**src/rtl/ppi_pkg.sv**
```systemverilog
package ppi_pkg;
    localparam int DW = 8;
    localparam int BW = $clog2(DW);

    typedef enum logic [1:0] {
        SEL_A   = 2'b00,
        SEL_B   = 2'b01,
        SEL_C   = 2'b10,
        SEL_CTL = 2'b11
    } sel_e;

    // field order matches control byte bits 6..0
    typedef struct packed {
        logic [1:0] ga_mode;
        logic       a_in;
        logic       cu_in;
        logic       gb_mode;
        logic       b_in;
        logic       cl_in;
    } cfg_t;

    localparam cfg_t CFG_RESET = 7'h1B;

    typedef enum logic [1:0] {
        W_IDLE,
        W_COMMIT,
        W_HOLD
    } wst_e;
endpackage

```
**src/rtl/ppi_wr_fsm.sv**
```systemverilog
module ppi_wr_fsm
    import ppi_pkg::*;
#(
    parameter int SYNC_STAGES = 2
) (
    input  logic clk,
    input  logic rst,
    input  logic cs_n,
    input  logic wr_n,
    output logic wr_pulse
);
    logic [SYNC_STAGES-1:0] sync_q;
    logic                   act_s;
    wst_e                   state_q, state_d;

    always_ff @(posedge clk) begin
        if (rst) sync_q <= '0;
        else     sync_q <= {sync_q[SYNC_STAGES-2:0], ~cs_n & ~wr_n};
    end
    assign act_s = sync_q[SYNC_STAGES-1];

    always_ff @(posedge clk) begin
        if (rst) state_q <= W_IDLE;
        else     state_q <= state_d;
    end

    always_comb begin
        state_d = state_q;
        unique case (state_q)
            W_IDLE:   if (act_s) state_d = W_COMMIT;
            W_COMMIT: state_d = W_HOLD;
            W_HOLD:   if (!act_s) state_d = W_IDLE;
            default:  state_d = W_IDLE;
        endcase
    end

    always_comb begin
        wr_pulse = (state_q == W_COMMIT);
    end

    p_single_pulse_r9: assert property (@(posedge clk) disable iff (rst)
        wr_pulse |=> !wr_pulse);
endmodule

```
**src/rtl/ppi_regs.sv**
```systemverilog
module ppi_regs
    import ppi_pkg::*;
(
    input  logic          clk,
    input  logic          rst,
    input  logic          wr_pulse,
    input  logic [1:0]    sel,
    input  logic [DW-1:0] wdata,
    output cfg_t          cfg,
    output logic [DW-1:0] a_lat,
    output logic [DW-1:0] b_lat,
    output logic [DW-1:0] c_lat
);
    always_ff @(posedge clk) begin
        if (rst) begin
            cfg   <= CFG_RESET;
            a_lat <= '0;
            b_lat <= '0;
            c_lat <= '0;
        end else if (wr_pulse) begin
            unique case (sel_e'(sel))
                SEL_A: a_lat <= wdata;
                SEL_B: b_lat <= wdata;
                SEL_C: c_lat <= wdata;
                SEL_CTL: begin
                    if (wdata[DW-1]) begin
                        cfg   <= cfg_t'(wdata[DW-2:0]);
                        a_lat <= '0;
                        b_lat <= '0;
                        c_lat <= '0;
                    end else begin
                        c_lat[wdata[BW:1]] <= wdata[0];
                    end
                end
                default: ;
            endcase
        end
    end

    p_bsr_keeps_cfg_r6: assert property (@(posedge clk) disable iff (rst)
        (wr_pulse && sel == 2'b11 && !wdata[DW-1]) |=> $stable(cfg));
    p_modeset_clears_r7: assert property (@(posedge clk) disable iff (rst)
        (wr_pulse && sel == 2'b11 && wdata[DW-1]) |=>
        (a_lat == '0 && b_lat == '0 && c_lat == '0));
endmodule

```
**src/rtl/ppi_rdmux.sv**
```systemverilog
module ppi_rdmux
    import ppi_pkg::*;
(
    input  logic [1:0]    sel,
    input  cfg_t          cfg,
    input  logic [DW-1:0] a_lat,
    input  logic [DW-1:0] b_lat,
    input  logic [DW-1:0] c_lat,
    input  logic [DW-1:0] pa_in,
    input  logic [DW-1:0] pb_in,
    input  logic [DW-1:0] pc_in,
    output logic [DW-1:0] rdata
);
    localparam int HW = DW / 2;
    logic [HW-1:0] c_hi, c_lo;

    assign c_hi = cfg.cu_in ? pc_in[DW-1:HW] : c_lat[DW-1:HW];
    assign c_lo = cfg.cl_in ? pc_in[HW-1:0]  : c_lat[HW-1:0];

    always_comb begin
        unique case (sel_e'(sel))
            SEL_A:   rdata = cfg.a_in ? pa_in : a_lat;
            SEL_B:   rdata = cfg.b_in ? pb_in : b_lat;
            SEL_C:   rdata = {c_hi, c_lo};
            SEL_CTL: rdata = {1'b1, cfg};
            default: rdata = '0;
        endcase
    end
endmodule

```
**src/rtl/ppi_core.sv**
```systemverilog
module ppi_core
    import ppi_pkg::*;
#(
    parameter int SYNC_STAGES = 2
) (
    input  logic          clk,
    input  logic          rst,
    input  logic          cs_n,
    input  logic          rd_n,
    input  logic          wr_n,
    input  logic [1:0]    addr,
    input  logic [DW-1:0] data_in,
    output logic [DW-1:0] data_out,
    output logic          data_oe,
    input  logic [DW-1:0] pa_in,
    output logic [DW-1:0] pa_out,
    output logic [DW-1:0] pa_oe,
    input  logic [DW-1:0] pb_in,
    output logic [DW-1:0] pb_out,
    output logic [DW-1:0] pb_oe,
    input  logic [DW-1:0] pc_in,
    output logic [DW-1:0] pc_out,
    output logic [DW-1:0] pc_oe
);
    localparam int HW = DW / 2;

    logic          wr_pulse;
    cfg_t          cfg;
    logic [DW-1:0] a_lat, b_lat, c_lat, rdata;

    ppi_wr_fsm #(.SYNC_STAGES(SYNC_STAGES)) u_fsm (
        .clk(clk), .rst(rst), .cs_n(cs_n), .wr_n(wr_n), .wr_pulse(wr_pulse)
    );

    ppi_regs u_regs (
        .clk(clk), .rst(rst), .wr_pulse(wr_pulse), .sel(addr), .wdata(data_in),
        .cfg(cfg), .a_lat(a_lat), .b_lat(b_lat), .c_lat(c_lat)
    );

    ppi_rdmux u_rd (
        .sel(addr), .cfg(cfg), .a_lat(a_lat), .b_lat(b_lat), .c_lat(c_lat),
        .pa_in(pa_in), .pb_in(pb_in), .pc_in(pc_in), .rdata(rdata)
    );

    assign data_oe  = ~cs_n & ~rd_n & wr_n;
    assign data_out = data_oe ? rdata : '0;

    assign pa_out = a_lat;
    assign pb_out = b_lat;
    assign pc_out = c_lat;
    assign pa_oe  = {DW{~cfg.a_in}};
    assign pb_oe  = {DW{~cfg.b_in}};
    assign pc_oe  = {{HW{~cfg.cu_in}}, {HW{~cfg.cl_in}}};

    p_oe_gate_r2: assert property (@(posedge clk) disable iff (rst)
        (cs_n || rd_n) |-> (!data_oe && data_out == '0));
    p_ctl_msb_r8: assert property (@(posedge clk) disable iff (rst)
        (data_oe && addr == 2'b11) |-> data_out[DW-1]);
    p_group_dir_r4: assert property (@(posedge clk) disable iff (rst)
        (pa_oe == '0 || pa_oe == '1) && (pb_oe == '0 || pb_oe == '1));
endmodule

```
**config.mk**
```make
export PLATFORM = sky130hd
export DESIGN_NAME = ppi_core
export DESIGN_NICKNAME = d
export VERILOG_FILES = /design/src/rtl/ppi_pkg.sv /design/src/rtl/ppi_wr_fsm.sv /design/src/rtl/ppi_regs.sv /design/src/rtl/ppi_rdmux.sv /design/src/rtl/ppi_core.sv
export SDC_FILE = /design/constraint.sdc
export NUM_CORES = 1
export LEC_CHECK = 0
export BUFFER_PORTS_ARGS = -buffer_cell sky130_fd_sc_hd__buf_2
export CAP_MARGIN = 40
export CORE_MARGIN = 2
export CORE_UTILIZATION = 36
export CTS_CLUSTER_SIZE = 20
export DETAILED_ROUTE_END_ITERATION = 8
export PLACE_DENSITY_LB_ADDON = 0.2
export SYNTH_ARGS = -nofsm -noshare
export SYNTH_HDL_FRONTEND = slang
export SYNTH_SLANG_ARGS = --single-unit
```
**constraint.sdc**
```tcl
create_clock -name clk -period 2.8 [get_ports clk]
set_input_delay 0.84 -clock clk [delete_from_list [all_inputs] [get_ports clk]]
set_output_delay 0.84 -clock clk [all_outputs]
set_load 0.005 [all_outputs]
```
==> results.toml, run 1 <==
[floorplanning]
die_area_um2 = 7134
ios = 96
die_w_um = 84.47
start_util_pct = 36.92
core_um2 = 6314
die_h_um = 84.47
rows = 29

[synth]
synth_area_um2 = 2331
synth-seq-cells = 35
seq_area_frac_synth_pct = 30.06
ys.flop_type = "dfxtp_1"
avgSynthCellArea_um2 = 8.633
async_flop_share_pct = 0
ys_top_cells_by_count = "dfxtp_1 (35), mux2i_1 (32), buf_4 (24)"
yosys.area.top_type = "dfxtp_1"
synth-warning-count = 0
synth-edff-count = 0
synthCells = 270
syn_nets = 309
synth_area_leaders = "dfxtp_1 (30%), mux2i_1 (14%), buf_4 (7.7%)"
ys_types = 46
synth_adder_area_share_pct = 0
yosys.area_share.simple_pct = 18.89
synth_mux_area_share_pct = 18.57
synth_xor_area_share_pct = 0
synth_top_family_by_area = "simple AND/OR/NAND/NOR gates"
yosysMostFrequentCell = "dfxtp_1"
synth_top_cell_area_share_pct = 30.06
synth_compound_area_share_pct = 17.18

[final_layout]
fin_nets = 380
final_util_pct = 44.11
syn_to_final_growth_pct = 19.48
drive_above_1_share_pct = 36.36
antenna_cells = 0

[sta]
hold_violations = 0
setup_viol = 0
fmax_mhz = 366.8
finClkSkew_ps = 4.326
relSlewSlack_pct = 50.25
worst_pin_slew_ps = 745.5
hold_ws_ps = 438.8
fin_setup_tns_ps = 0
drv_slew = 0
timing.final.ws_setup_ps = 73.93
fin_crit_sh_pct = 97.36
fin_crit_ps = 2726

[grt]
grt_max_degree = 26
grt-ovfl-total = 0
grt_pass1_wl_mm = 10.63
antenna_found_initial = 0
grt.total_usage_pct = 18.96
grt_pass1_vias = 2029

[run_status]
outcome = "complete, no violations"

[detailed_routing]
drt-pass1-iter-count = 4
via_per_inst = 5.304
totalWireLength_mm = 6.777
drc = 0
wl_per_cell_um = 16.21
drt_iter0_drc = 100
drtAntennaViolNets = 0
dr_total_vias = 2217

[cts]
cts-htree-levels = 2
clk_pin_slew_ps = 60
clock_latency_ps = 290
cts_tree = "yes"
cts-resized-gates = 0
cts_hold_buf = 0
cts_inserted_buffers = 5
cts_root_buffer = "clkbuf_8"
postCtsSetupBuffers = 0
clk_path_buf_depth = 2
clock-sinks = 35

[worst_setup_path]
worstSetupStartpointType = "input pin"
cp_top_family = "buffers and inverters"
crit_chain = "clkbuf_4, buf_4, nor2_1, a22oi_1, and3_1, buf_2"
path_class = "in2out"
critical_path.max_stage_delay_ps = 230
cp.buffers_inverters = 3
critPathCaptureType = "output port"
cp_data_arrival_time_ps = 1890
cp.required_ps = 1960
worst_path_max_delay_cell = "nor2_1"
worstPathMaxFanout = 12

[placement]
io_buffers = 95
post-place-ws_ps = 60.38
finalWeightedCongestion = 0.8509
dp_hpwl_mm = 5.130

[min_path]
hp-class = "reg2reg"

[power_and_ir_drop]
total_power_mw = 1.033
ir_drop_v = 0.0002502
p_leak_nw = 1.478
p_per_area_nw_per_um2 = 370.8

[job]
drv_cap = 0
[path summary, 6_finish.rpt]
path | from | depth (start not counted) | end | slack, ps
max | addr[0] | 6 | data_out[0] | 70
min | u_fsm.sync_q[0] | 1 | u_fsm.sync_q[1] | 440
min reg2reg | u_fsm.sync_q[0] | 1 | u_fsm.sync_q[1] | 440
max reg2reg | u_fsm.state_q[0] | 3 | u_regs.a_lat[0] | 1500
[layout make-up]
class | count | area (um2)
fill | 664 | 3528
tap | 77 | 96.34
clock inverter | 1 | 5.005
timing repair buffer | 107 | 570.5
clock buffer | 6 | 82.58
sequential | 35 | 700.7
inverter | 15 | 56.30
multi-input combinational | 177 | 1274
[through the flow]
step	std cells	instance area [um2]
finish	418	2785
global placement	411	2693
CTS	418	2780
detailed placement	411	2693
global route	418	2785
floorplan	270	2331
[kinds of logic after synthesis]
group | Yosys count
AO/OA/AOI/OAI | 62
buffers and inverters | 58
flip-flops | 35
multiplexers | 37
AND/OR/NAND/NOR | 78
[sequential cells by signal (all words and copies together), names as in the netlist]
register	cells
u_fsm.state_q	2
u_regs.cfg	7
u_regs.b_lat	8
u_regs.a_lat	8
u_regs.c_lat	8
u_fsm.sync_q	2
[layout by cell type (no fill, tap or decap), types with 2 or more instances in the layout]
master / instances
inv_1: 15
nand2b_1: 2
buf_2: 93
dfxtp_1: 35
mux2i_1: 32
nor2_1: 7
a21boi_0: 2
clkbuf_8: 6
and3_1: 3
nand2_1: 22
o311ai_0: 2
buf_4: 12
nor2b_1: 3
a221oi_1: 2
or4b_1: 2
a22oi_1: 2
nor4_1: 3
a31o_1: 2
nand3_1: 16
o211a_1: 2
and3b_1: 2
mux4_2: 5
a211oi_1: 2
o21ai_0: 12
nor3b_1: 3
nand3b_1: 6
o21ai_1: 10
nor3_1: 2
clkbuf_4: 2
a21oi_1: 18
[report_power, final]
group | leakage (nW) | internal, mW | switching, mW | total (mW)
Combinational | 1.15 | 0.0682 | 0.0878 | 0.156
Clock | 0.0470 | 0.193 | 0.180 | 0.372
Sequential | 0.282 | 0.501 | 0.00302 | 0.504
[per-layer routing]
metal  global-route usage [%]  vias up  routed length (um)
li1                         -     1086                   -
met1                    26.50     1025                3103
met2                    30.30       99                3177
met3                    3.835        7                 435
met4                    4.473        0                  60
met5                        0        -                   0
No activity file was read; power rests on OpenSTA's default activity.
==> run 2: changes to the inputs <==
CELL_PAD_IN_SITES_DETAIL_PLACEMENT = 0   (was default)
CELL_PAD_IN_SITES_GLOBAL_PLACEMENT = 1   (was default)
CTS_BUF_LIST = sky130_fd_sc_hd__clkbuf_2   (was default)
SLEW_MARGIN = 20   (was default)
==> run 2 against run 1 <==
Critical path type unchanged. Setup slack improved by 34 ps. Largest cell class unchanged. Non-clock buffer count increased by 1. Design area is 0.27% lower. Critical path depth is 2 lower. Critical endpoint is now data_out[2]. Flip-flop and latch count is the same.
==> results.toml, run 2 (synthesis results as in run 1) <==
[placement]
dp_hpwl_mm = 5.305
finalWeightedCongestion = 0.8975
postPlaceCellArea_um2 = 2700
post-place-ws_ps = 47.34
io_buffers = 95

[grt]
antenna_found_initial = 0
grt_pass1_wl_mm = 10.98
grt.total_usage_pct = 19.81
grt_pass1_vias = 2053
grt-ovfl-total = 0
grt_max_degree = 26

[detailed_routing]
drt-pass1-iter-count = 4
via_per_inst = 5.340
dr_total_vias = 2243
highest_layer = "met4"
drt_iter0_drc = 103
totalWireLength_mm = 7.062
wl_per_cell_um = 16.81
wirelength_met1_mm = 3.116
drtAntennaViolNets = 0
dr_wl_met2_mm = 3.396
routed-wl-met3_um = 439
drc = 0

[final_layout]
syn_to_final_growth_pct = 19.16
layout_common_cells = "buf_2 (94), mux2i_1 (32), dfxtp_1 (32)"
fill_cells = 647
antenna_cells = 0
fin_nets = 381
stdcell_area_um2 = 2778
drive_above_1_share_pct = 37.61
largestRegisters = "u_regs.a_lat (8), u_regs.b_lat (8), u_regs.c_lat (8)"
layout_commonest_cell = "buf_2"
multi_input_comb_area_um2 = 1274
seq_area_um2 = 706.9

[worst_setup_path]
r2r-start = "u_fsm.state_q[0]"
ff2ff_setup_slack_ps = 1470
cp_data_arrival_time_ps = 1850
worstPathMaxFanout = 8
path_class = "in2out"
cp.required_ps = 1960
r2r_end = "u_regs.a_lat[3]"
critPathCaptureType = "output port"
ff2ff_path_depth = 4
worstSetupStartpointType = "input pin"

[min_path]
hp-class = "reg2reg"
min_path_cells = 1
min_from = "u_fsm.sync_q[0]"
hold_end = "u_fsm.sync_q[1]"

[sta]
timing.final.ws_setup_ps = 107.4
hold_violations = 0
worst_pin_slew_ps = 774.2
hold_ws_ps = 461.8
drv_slew = 0
fin_crit_sh_pct = 96.16
relSlewSlack_pct = 48.33
fin_setup_tns_ps = 0
setup_viol = 0
fin_crit_ps = 2693
finClkSkew_ps = 15.58
rsz0062_at_grt = "false"
fmax_mhz = 371.4

[floorplanning]
die_area_um2 = 7134
rows = 29
core_um2 = 6314
die_h_um = 84.47
ios = 96
die_w_um = 84.47
start_util_pct = 36.92

[cts]
clock-sinks = 35
cts_tree = "yes"
postCtsSetupBuffers = 0
clk_pin_slew_ps = 190
cts_root_buffer = "clkbuf_2"
clock_latency_ps = 400
clk_path_buf_depth = 2
cts-htree-levels = 2
cts_inserted_buffers = 5

[run_status]
outcome = "complete, no violations"

[job]
drv_cap = 0

[power_and_ir_drop]
p_leak_nw = 1.478
p_per_area_nw_per_um2 = 360.5
ir_drop_v = 0.0002029
total_power_mw = 1.001
-- run 2: worst max path at each step --
| stage | startpoint | end | slack [ps] |
|---|---|---|---|
| global route | u_regs.cfg[1] | data_out[2] | 5 |
| CTS | u_regs.cfg[4] | data_out[4] | 50 |
| detailed placement | addr[1] | data_out[4] | 50 |
| floorplan | addr[1] | data_out[4] | 280 |
| finish | addr[0] | data_out[2] | 110 |
| global placement | addr[1] | data_out[3] | 70 |
-- run 2: per-stage QoR --
step | utilization (%) | cells
global placement | 42.77 | 412
floorplan | - | 270
finish | 44.00 | 420
global route | 44.00 | 420
detailed placement | 42.77 | 412
CTS | 43.90 | 420
-- run 2: timing repair --
item,in CTS,in global routing
setup endpoints to repair,5,5
gates resized for setup,2,3
hold buffers,0,0
-- run 2: per-layer routing --
metal | vias to the layer above | global-route usage, %
li1 | 1094 | -
met1 | 1051 | 25.99
met2 | 90 | 33.55
met3 | 8 | 3.245
met4 | 0 | 6.061
met5 | - | 0
-- run 2: final cells by class --
class,count,share of cell area [%]
timing repair buffer,108,20.72
clock inverter,3,1.577
clock buffer,5,0.9009
inverter,15,2.027
sequential,35,25.45
multi-input combinational,177,45.86
tap,77,3.468
-- run 2: critical path, stage by stage --
cell    delay [ps]
buf_2          210
mux4_2         520
nor2_1         150
buf_2          140
-- run 2: power breakdown --
part	leakage [nW]	switching, mW	internal [mW]
registers	0.281	0.00324	0.502
clock network	0.0429	0.186	0.151
logic	1.15	0.0893	0.0696
==> run 3: changes to the inputs <==
==> constraint.sdc (replaced) <==
create_clock -name clk -period 2.8 [get_ports clk]
set_input_delay 0 -clock clk [delete_from_list [all_inputs] [get_ports clk]]
set_output_delay 0 -clock clk [all_outputs]
set_load 0.005 [all_outputs]
==> run 3 against run 2 <==
Final cell count unchanged. Sequential power about the same. Sequential share of layout area down 0.37 points. Design area up 0.59%. Critical path type is now reg2out. Routed wire length down 0.86%. Via count down 0.80%. Core utilization up 0.26 points. Clock skew up 7.5 ps. Flip-flop and latch count unchanged. Highest routed layer unchanged. First-iteration DRC count up 51%. Register-to-register slack better by 50 ps. Critical endpoint is now data_out[4]. Global-route usage down 0.069 points.
==> results.toml, run 3 (synthesis results as in run 1) <==
[cts]
postCtsSetupBuffers = 0
cts_root_buffer = "clkbuf_2"
cts-htree-levels = 2
clk_path_buf_depth = 2
clk_pin_slew_ps = 220
cts_inserted_buffers = 5
clock_latency_ps = 390
cts_tree = "yes"
clock-sinks = 35

[final_layout]
multi_input_comb_area_um2 = 1274
fill_cells = 668
instances_no_fill = 420
stdcell_area_um2 = 2794
largestRegisters = "u_regs.a_lat (8), u_regs.b_lat (8), u_regs.c_lat (8)"
antenna_cells = 0
fin_nets = 381
layout_common_cells = "buf_2 (95), dfxtp_1 (35), mux2i_1 (32)"
seq_area_um2 = 700.7
layout_commonest_cell = "buf_2"
syn_to_final_growth_pct = 19.86
drive_above_1_share_pct = 33.82

[detailed_routing]
via_per_inst = 5.298
totalWireLength_mm = 7.001
dr_total_vias = 2225
drc = 0
drtAntennaViolNets = 0
drt_iter0_drc = 156
drt-pass1-iter-count = 4
wl_per_cell_um = 16.67

[placement]
post-place-ws_ps = 1132
finalWeightedCongestion = 0.8453
dp.cells = 402
dp_hpwl_mm = 5.076
postPlaceCellArea_um2 = 2625
io_buffers = 95

[worst_setup_path]
cp_top_family = "flip-flops"
ff2ff_setup_slack_ps = 1520
worstSetupStartpointType = "flip-flop"
path_class = "reg2out"
worst_path_max_delay_cell = "dfxtp_1"
worstPathMaxFanout = 10
critical_path.max_stage_delay_ps = 730
ff2ff_path_depth = 3
r2r-start = "u_fsm.state_q[1]"
critPathCaptureType = "output port"
cp_data_arrival_time_ps = 2080
crit_chain = "inv_1, mux4_2, nor2_1, buf_2"
cp.buffers_inverters = 2
r2r_end = "u_regs.c_lat[1]"
cp.required_ps = 2800

[sta]
rsz0062_at_grt = "false"
fin_crit_ps = 2079
relSlewSlack_pct = 48.85
drv_slew = 0
timing.final.ws_setup_ps = 720.6
worst_pin_slew_ps = 766.4
fin_crit_sh_pct = 74.27
finClkSkew_ps = 23.10
fmax_mhz = 480.9
setup_viol = 0
fin_setup_tns_ps = 0
hold_violations = 0

[min_path]
hp-class = "in2reg"
hold_end = "u_regs.b_lat[0]"
min_from = "rst"
min_path_cells = 3

[floorplanning]
rows = 29
ios = 96
die_h_um = 84.47
die_w_um = 84.47
die_area_um2 = 7134
start_util_pct = 36.92
core_um2 = 6314

[grt]
antenna_found_initial = 0
grt-ovfl-total = 0
grt_pass1_vias = 2136
grt.total_usage_pct = 19.74
grt_max_degree = 27
grt_pass1_wl_mm = 11.04

[power_and_ir_drop]
total_power_mw = 1.008
p_leak_nw = 1.475
ir_drop_v = 0.0001841
p_per_area_nw_per_um2 = 360.8

[run_status]
outcome = "complete, no violations"

[job]
drv_cap = 0
-- run 3: power by group --
group          total, mW  switching, mW  internal [mW]
clock network      0.342          0.191          0.151
logic              0.160         0.0887         0.0713
registers          0.506        0.00333          0.503
total               1.01          0.283          0.725
-- run 3: metrics by stage --
step	hold WS [ps]	utilization [%]
after floorplan	76.79	-
after global placement	182.7	41.58
after CTS	14.68	44.25
after global routing	16.49	44.25
after detailed placement	181.4	41.58
final	24.29	44.25
-- run 3: layer usage --
layer  share of wire [%]  vias up  wire length [um]  GRT usage (%)
li1                    -     1091                 -              -
met1                  44     1050              3061          25.63
met2                  49       76              3445          33.33
met3                 5.4        8               377          3.638
met4                 1.7        0               117          6.205
met5                   0        -                 0              0
-- run 3: layout make-up --
| cell class | count | share of cell area [%] |
|---|---|---|
| clock inverters | 3 | 1.567 |
| multi-input cells | 177 | 45.59 |
| well taps | 77 | 3.448 |
| repair buffers | 108 | 21.41 |
| inverters | 15 | 2.015 |
| flip-flops and latches | 35 | 25.08 |
| clock buffers | 5 | 0.8957 |
-- run 3: worst reg2reg max path, stage by stage (launching register included) --
cell and delay [ps]:
dfxtp_1 400, nand3b_2 380, a221oi_1 300, a211oi_1 80
-- run 3: how the worst max path moves through the flow --
| stage | slack (ps) | end | startpoint | cells past startpoint |
|---|---|---|---|---|
| after CTS | 640 | data_out[4] | u_regs.cfg[4] | 4 |
| after global routing | 550 | data_out[4] | u_regs.cfg[4] | 4 |
| after floorplan | 1620 | data_out[4] | u_regs.cfg[4] | 4 |
| final | 720 | data_out[4] | u_regs.cfg[4] | 4 |
| after global placement | 1210 | data_out[4] | u_regs.cfg[4] | 4 |
| after detailed placement | 1130 | data_out[4] | u_regs.cfg[4] | 4 |
-- run 3: repair_timing --
action,in CTS,in global routing
endpoints found under the hold margin,24,0
hold buffers,10,0
gates resized for setup,0,0
